## src/rtl/rm_pkg.sv

```systemverilog
package rm_pkg;
  localparam logic [5:0] OPC_INSERT  = 6'd20;
  localparam logic [5:0] OPC_AND_IMM = 6'd21;
  localparam logic [5:0] OPC_AND_REG = 6'd23;

  typedef enum logic [1:0] {
    K_NONE    = 2'd0,
    K_AND_IMM = 2'd1,
    K_AND_REG = 2'd2,
    K_INSERT  = 2'd3
  } op_kind_t;

  function automatic op_kind_t decode_kind(input logic [5:0] opc);
    case (opc)
      OPC_AND_IMM: decode_kind = K_AND_IMM;
      OPC_AND_REG: decode_kind = K_AND_REG;
      OPC_INSERT:  decode_kind = K_INSERT;
      default:     decode_kind = K_NONE;
    endcase
  endfunction
endpackage

```

## src/rtl/rm_rotator.sv

```systemverilog
module rm_rotator #(
  parameter int W = 32,
  localparam int SHW = $clog2(W)
) (
  input  logic [W-1:0]   din,
  input  logic [SHW-1:0] amt,
  output logic [W-1:0]   dout
);
  function automatic logic [W-1:0] rotl(input logic [W-1:0] x, input logic [SHW-1:0] n);
    logic [2*W-1:0] dbl;
    dbl  = {x, x} << n;
    rotl = dbl[2*W-1:W];
  endfunction

  assign dout = rotl(din, amt);
endmodule

```

## src/rtl/rm_mask_gen.sv

```systemverilog
module rm_mask_gen #(
  parameter int W = 32,
  localparam int SHW = $clog2(W)
) (
  input  logic [SHW-1:0] first_idx,
  input  logic [SHW-1:0] last_idx,
  output logic [W-1:0]   mask
);
  logic wraps;
  assign wraps = last_idx < first_idx;

  always_comb begin
    for (int j = 0; j < W; j++) begin
      logic [SHW-1:0] be;
      logic ge_first, le_last;
      be       = SHW'(W - 1 - j);
      ge_first = be >= first_idx;
      le_last  = be <= last_idx;
      mask[j]  = wraps ? (ge_first | le_last) : (ge_first & le_last);
    end
  end
endmodule

```

## src/rtl/rm_cr_eval.sv

```systemverilog
module rm_cr_eval #(
  parameter int W = 32
) (
  input  logic [W-1:0] res,
  input  logic         so_in,
  input  logic         enable,
  output logic [3:0]   cr
);
  logic is_neg, is_zero;
  assign is_neg  = res[W-1];
  assign is_zero = (res == '0);
  assign cr = enable ? {is_neg, ~is_neg & ~is_zero, is_zero, so_in} : 4'b0000;
endmodule

```

## src/rtl/rotmask_unit.sv

```systemverilog
module rotmask_unit #(
  parameter int W = 32,
  parameter bit REG_OUT = 1'b1,
  localparam int SHW = $clog2(W)
) (
  input  logic           clk,
  input  logic           rst_n,
  input  logic [5:0]     opcode,
  input  logic [W-1:0]   src_s,
  input  logic [W-1:0]   old_a,
  input  logic [W-1:0]   src_b,
  input  logic [SHW-1:0] sh_imm,
  input  logic [SHW-1:0] mbeg,
  input  logic [SHW-1:0] mend,
  input  logic           rec_bit,
  input  logic           xer_so,
  output logic [W-1:0]   result,
  output logic           wr_en,
  output logic [3:0]     cr_field,
  output logic           cr_en
);
  import rm_pkg::*;

  op_kind_t       kind;
  logic [SHW-1:0] rot_amt;
  logic [W-1:0]   rot_w, mask_w, comb_res;
  logic           comb_wr, comb_cr_en;
  logic [3:0]     comb_cr;

  assign kind    = decode_kind(opcode);
  assign rot_amt = (kind == K_AND_REG) ? src_b[SHW-1:0] : sh_imm;

  rm_rotator #(.W(W)) u_rot (.din(src_s), .amt(rot_amt), .dout(rot_w));
  rm_mask_gen #(.W(W)) u_mask (.first_idx(mbeg), .last_idx(mend), .mask(mask_w));

  always_comb begin
    unique case (kind)
      K_AND_IMM, K_AND_REG: comb_res = rot_w & mask_w;
      K_INSERT:             comb_res = (rot_w & mask_w) | (old_a & ~mask_w);
      default:              comb_res = '0;
    endcase
  end

  assign comb_wr    = (kind != K_NONE);
  assign comb_cr_en = comb_wr & rec_bit;

  rm_cr_eval #(.W(W)) u_cr (.res(comb_res), .so_in(xer_so), .enable(comb_cr_en), .cr(comb_cr));

  generate
    if (REG_OUT) begin : g_reg
      always_ff @(posedge clk or negedge rst_n) begin
        if (!rst_n) begin
          result   <= '0;
          wr_en    <= 1'b0;
          cr_field <= 4'b0000;
          cr_en    <= 1'b0;
        end else begin
          result   <= comb_res;
          wr_en    <= comb_wr;
          cr_field <= comb_cr;
          cr_en    <= comb_cr_en;
        end
      end
    end else begin : g_comb
      assign result   = comb_res;
      assign wr_en    = comb_wr;
      assign cr_field = comb_cr;
      assign cr_en    = comb_cr_en;
    end
  endgenerate
endmodule

```

## config.mk

```make
export PLATFORM = sky130hd
export DESIGN_NAME = rotmask_unit
export DESIGN_NICKNAME = d
export VERILOG_FILES = /design/src/rtl/rm_pkg.sv /design/src/rtl/rm_rotator.sv /design/src/rtl/rm_mask_gen.sv /design/src/rtl/rm_cr_eval.sv /design/src/rtl/rotmask_unit.sv
export SDC_FILE = /design/constraint.sdc
export NUM_CORES = 1
export LEC_CHECK = 0
export BUFFER_PORTS_ARGS = -buffer_cell sky130_fd_sc_hd__buf_2
export CAP_MARGIN = 10
export CORE_ASPECT_RATIO = 0.9
export CORE_MARGIN = 1
export CORE_UTILIZATION = 45
export DETAILED_ROUTE_END_ITERATION = 12
export PLACE_DENSITY = 0.73
export RECOVER_POWER = 50
export SYNTH_ARGS = -nofsm -noshare
export SYNTH_HDL_FRONTEND = slang
export SYNTH_SLANG_ARGS = --single-unit
```

## constraint.sdc

```tcl
create_clock -name clk -period 0.8 [get_ports clk]
set_input_delay 0.08 -clock clk [delete_from_list [all_inputs] [get_ports clk]]
set_output_delay 0.08 -clock clk [all_outputs]
set_load 0.01 [all_outputs]
```

# Word level (Yosys, flattened, before mapping)
# Index checks and enable logic that the tools add are counted.
[classes] n_bitwise=72 order_cmp=65 mux=36 eq_ne=6 n_reduce_logical=3 shift=1
[ops] operator="$ge 5x5->1 const A" n=16
[ops] operator="$le 5x5->1 const A" n=16
[ops] operator="$and 32x32->32" n=2
[ops] operator="$pmux 32 s2" n=1
[ops] operator="$shl 64x5->64" n=1
[ops] operator="$ge 4x5->1 const A" n=8
[ops] operator="$le 4x5->1 const A" n=8
[ops] operator="$and 1x1->1" n=34
[ops] operator="$logic_not 32->1" n=1
[ops] operator="$mux 1" n=32
[ops] operator="$not 32->32" n=1
[ops] operator="$or 1x1->1" n=32
[ops] operator="$or 32x32->32" n=1
[ops] operator="$ge 3x5->1 const A" n=4
[ops] operator="$le 3x5->1 const A" n=4
[ops] operator="$eq 6x5->1 const B" n=3
[ops] operator="$ge 1x5->1 const A" n=2
[ops] operator="$ge 2x5->1 const A" n=2
[ops] operator="$le 1x5->1 const A" n=2
[ops] operator="$le 2x5->1 const A" n=2
[ops] operator="$pmux 2 s3" n=1
[ops] operator="$lt 5x5->1" n=1
[ops] operator="$mux 5" n=1
[ops] operator="$eq 2x2->1 const B" n=2
[ops] operator="other kinds (5)" n=6
[totals] out_inout_bits=38 inputBits=121 reg_bits=38

# Longest topological paths before layout
[logic_depth] ltp_word=12 mapped_depth=17 mapped_depth_nobuf=14

# Cells and area by module
# Synthesis repeated with hierarchy kept, for this count alone.
[unflattened] hier_cells=444 hier_area_um2=4913.5
[modules_own_cells] mod="rm_rotator" area_each_um2=1949.4 instances=1 cells_each=116
[modules_own_cells] mod="rotmask_unit" area_each_um2=1883.1 instances=1 cells_each=158
[modules_own_cells] mod="rm_mask_gen" area_each_um2=979.7 instances=1 cells_each=154
[modules_own_cells] mod="rm_cr_eval" area_each_um2=101.3 instances=1 cells_each=16

# Least setup slack after synthesis
# Ideal clock, no wire load.
[synth_path] path_type="input port to flip-flop" startpoint="input opcode[3]" endpoint="register cr_field[2]" arrival_ns=3.481 stages=16 setup_time_ns=0.122 setup_slack_ns=-2.803 n_path_buf=2 path_cell_list="nor4bb_1 nor2b_1 inv_1 ha_1 buf_4 mux2i_4 buf_2 mux2i_1 a22oi_1 nand3_1 o2111ai_1 mux2_4 or4_1 nor4_1 nand4_1 nor3b_1"
[synth_between] elab_chain_len=12 elab_cells_between_ends=20
[synth_lines] item="start, declared" line_no="rotmask_unit.sv:8" rtl="input logic [5:0] opcode,"
[synth_lines] item="$eq 6x5->1" line_no="rm_pkg.sv:14" rtl="case (opc)"
[synth_lines] item="$pmux 2 s3 *" line_no="rm_pkg.sv:14"
[synth_lines] item="$eq 2x2->1" line_no="rotmask_unit.sv:31, rotmask_unit.sv:37"
[synth_lines] item="$mux 5" line_no="rotmask_unit.sv:31" rtl="assign rot_amt = (kind == K_AND_REG) ? src_b[SHW-1:0] : sh_imm;"
[synth_lines] item="$shl 64x5->64" line_no="rm_rotator.sv:11" rtl="dbl = {x, x} << n;"
[synth_lines] item="$and 32x32->32" line_no="rotmask_unit.sv:38, rotmask_unit.sv:39"
[synth_lines] item="$or 32x32->32" line_no="rotmask_unit.sv:39" rtl="K_INSERT: comb_res = (rot_w & mask_w) | (old_a & ~mask_w);"
[synth_lines] item="$pmux 32 s2 *" line_no="rotmask_unit.sv:37" rtl="unique case (kind)"
[synth_lines] item="via comb_res[22]" line_no="rotmask_unit.sv:26" rtl="logic [W-1:0] rot_w, mask_w, comb_res;"
[synth_lines] item="$logic_not 32->1 *" line_no="rm_cr_eval.sv:11" rtl="assign is_zero = (res == '0);"
[synth_lines] item="$not 1->1 *" line_no="rm_cr_eval.sv:12" rtl="assign cr = enable ? {is_neg, ~is_neg & ~is_zero, is_zero, so_in} : 4'b0000;"
[synth_lines] item="$and 1x1->1 *" line_no="rm_cr_eval.sv:12"
[synth_lines] item="$mux 4 *" line_no="rm_cr_eval.sv:12"
[synth_lines] item="via comb_cr[2]" line_no="rotmask_unit.sv:28" rtl="logic [3:0] comb_cr;"
[synth_lines] item="end signal, assigned" line_no="rotmask_unit.sv:60" rtl="cr_field <= comb_cr;"
[synth_lines] item="end, declared" line_no="rotmask_unit.sv:19" rtl="output logic [3:0] cr_field,"
# Mark *: on every way through the listed nets, which the timed path passes. The rest lies on a longest branch.

# Worst setup path after layout
[layout_path] startpoint="input opcode[5]" endpoint="register cr_field[2]"
# The elaborated chain is that of the path after synthesis.

==> flow_summary_export.csv <==
group,metric,value,unit
outcome,outcome,"finished with violations",
outcome,violations,"negative setup slack",
power_and_ir_drop,cellPowerDensity,1030,mW/mm^2
synthesis,syn_inst,602,
detailed_routing,routedWlPerCell,25.4,microns
grt,grt_max_degree,39,
critical_path,end_kind,"register",
detailed_routing,drc_errors,0,
detailed_routing,drt_iter0_drc,1141,
synthesis,seq_area_frac_synth,0.209,
timing,fin_crit_sh,4.68,
detailed_routing,dr_total_vias,7395,
clock_network,cts_buffers,5,
grt,antenna_found_initial,0,
die,dieHeight,97.5,microns
synthesis,synthFlopType,"dfrtp_1",
die,core_area,0.00974,sq mm
detailed_routing,viasPerCell,6.88,
critical_path,path_class,"primary input to register",
timing,holdWs,0.0176,ns
timing,slew_headroom,0.677,
timing,clock.fmax,267,MHz
cells_and_area,fillers,513,
critical_path,path_buf_inv,9,
timing,setup_viol,76,
cells_and_area,final_cell_mix,"buf_4, buf_2, nand3_1",
synthesis,async_flop_share,1.00,
placed_design,dp.cells,1040,
timing,fin_crit,3.75,ns
critical_path,start_kind,"primary input",
placed_design,place.gp.congestion,0.996,
synthesis,synth_area,0.00456,sq mm
hold_path,hold_path_class,"primary input to register",
power_and_ir_drop,p_leak,3.79,nW
critical_path,crit_path_max_fanout,7,
timing,rsz0062_at_grt,"yes",
cells_and_area,drive_gt1_frac,0.586,
run,max_cap_violations,0,
synthesis,syn_area_per_cell,7.57,sq um
placed_design,place.port_buffers,131,
die,fp.dieW,108,microns
clock_network,clk_pin_slew,0.07,ns
cells_and_area,instances_no_fill,1075,
critical_path,crit_family,"simple AND/OR/NAND/NOR gates",
synthesis,synth_top_area_cell,"dfrtp_1",
detailed_routing,dr.pass1.iters,7,
detailed_routing,ant_nets,0,
die,ios,159,
grt,grt_pass1_wl,35700,microns
clock_network,cts_buffer_depth,2,
cells_and_area,diodes,0,
cells_and_area,areaGrowthSynthToFinish,84.9,%
critical_path,cpMostUsedCell,"buf_6",
cells_and_area,final_common_cell,"buf_4",
synthesis,ys_top_cells_by_area,"dfrtp_1, a22oi_1, nand3_1, mux2i_1, nand2_1",
timing,slew_violations,0,
synthesis,synth_top_area_share,0.209,
synthesis,synth_edf_count,0,
cells_and_area,seqCellArea,951,sq um
critical_path,crit_path_top_delay_cell,"or3b_4",
timing,worst_slew_pin_slew,0.484,ns
timing,finalWorstSetupSlack,-2.95,ns
detailed_routing,postRouteWirelength,27300,microns
die,dieArea,0.0105,sq mm
clock_network,cts_tree,"built",
die,start_util,0.468,
critical_path,slowest_delay,0.42,ns
synthesis,synth_nets,731,
grt,overflow,0,
synthesis,yosysWarnings,0,
synthesis,synth.distinct_cells,63,
critical_path,crit_arrival,3.96,ns
clock_network,clockRootBuffer,"clkbuf_8",
critical_path,worstPathCellList,"buf_8, nor4bb_4, nand2_1, inv_2, ha_4, buf_4, buf_6, mux2i_4, buf_6, buf_6, or3b_4, nor2_4, buf_4, buf_6, buf_6, nand3_2, o2111a_1, mux2i_2, nor3_1, nor3b_1, nand4_1, nor3b_2",
critical_path,cp.required,1.01,ns
grt,grt_pass1_vias,6722,
cells_and_area,multiInputGateArea,0.00437,sq mm
clock_network,htree_num_levels,2,
power_and_ir_drop,vdd_ir_drop_max,0.00134,V
clock_network,clock-sinks,38,
placed_design,dp_hpwl,17300,microns
grt,grtUsageTotal,0.444,
cells_and_area,nNetsFinal,1077,
die,fp-row-count,34,
timing,finalHoldViolations,0,
synthesis,ys_ff_latch,38,
==> synthesized netlist by cell type, types with 6 or more instances <==
master / count
nand2_1: 59
clkbuf_1: 29
a21oi_1: 33
buf_2: 9
nor2_1: 31
o21ai_0: 20
o2111a_1: 6
inv_1: 18
ha_1: 8
and2_1: 9
mux2i_1: 43
nand3_1: 87
o22ai_1: 6
o211ai_1: 8
maj3_1: 21
dfrtp_1: 38
o31ai_1: 10
a22oi_1: 66
==> layout make-up <==
type / count / area share
Clock buffer: 6 / 0.00980
Clock inverter: 2 / 0.00148
Inverter: 18 / 0.00861
Multi-Input combinational cell: 501 / 0.519
Sequential cell: 38 / 0.113
Tap cell: 126 / 0.0187
Timing Repair Buffer: 384 / 0.330
==> where the power goes <==
part           total [W]  leakage, nW  switching, W  internal (W)
registers        0.00204        0.518     0.0000342       0.00201
clock network    0.00141       0.0472      0.000713      0.000693
logic            0.00524         3.23       0.00279       0.00244
==> logic make-up (layout without fill, tap and decap cells) <==
group,Yosys count,after routing,share of synthesized area
AOI/OAI and AO/OA,191,191,0.298
xor gates and xnor gates,1,1,0.00192
adders and majority gates,31,31,0.0730
buffers and inverters,63,410,0.0577
DFF,38,38,0.209
muxes,49,49,0.116
and+or+nand+nor,229,229,0.245
==> state kept, by name (all words and copies together) (netlist names) <==
register	cells
wr_en	1
cr_en	1
cr_field	4
result	32
==> path summary, 6_finish.rpt <==
check / start / end / slack, ns / cells past startpoint
hold / removal: xer_so / cr_field[0] / 0.02 / 2
max in group asynchronous: rst_n / wr_en / 0.11 / 3
min in group asynchronous: rst_n / result[30] / 0.36 / 3
setup / recovery: opcode[5] / cr_field[2] / -2.95 / 22
==> through the flow <==
stage | util | TNS [ns] | instance area, sq um | power [W] | setup slack (ns)
after floorplan | - | -61.20 | 4980 | 0.00418 | -2.59
after global placement | 0.765 | -79.74 | 7450 | 0.00631 | -2.94
after detailed placement | 0.765 | -82.14 | 7450 | 0.00640 | -3.06
after CTS | 0.831 | -66.34 | 8100 | 0.00808 | -2.60
after global routing | 0.865 | -79.59 | 8430 | 0.00892 | -3.01
final | 0.865 | -76.74 | 8430 | 0.00868 | -2.95
==> layer usage <==
layer	GRT usage	up-vias	wire length, microns
li1	-	3008	-
met1	0.584	3386	9530
met2	0.712	753	11600
met3	0.0751	248	3980
met4	0.184	0	2190
met5	0	-	0
==> timing repair <==
action	CTS	global route
pin swaps	18	18
hold endpoints to repair	38	0
endpoints found under the setup margin	76	76
buffers inserted	19	15
gates resized for setup	88	58
gates cloned	0	0
hold buffers	1	0
No activity file was read; power rests on OpenSTA's default activity.
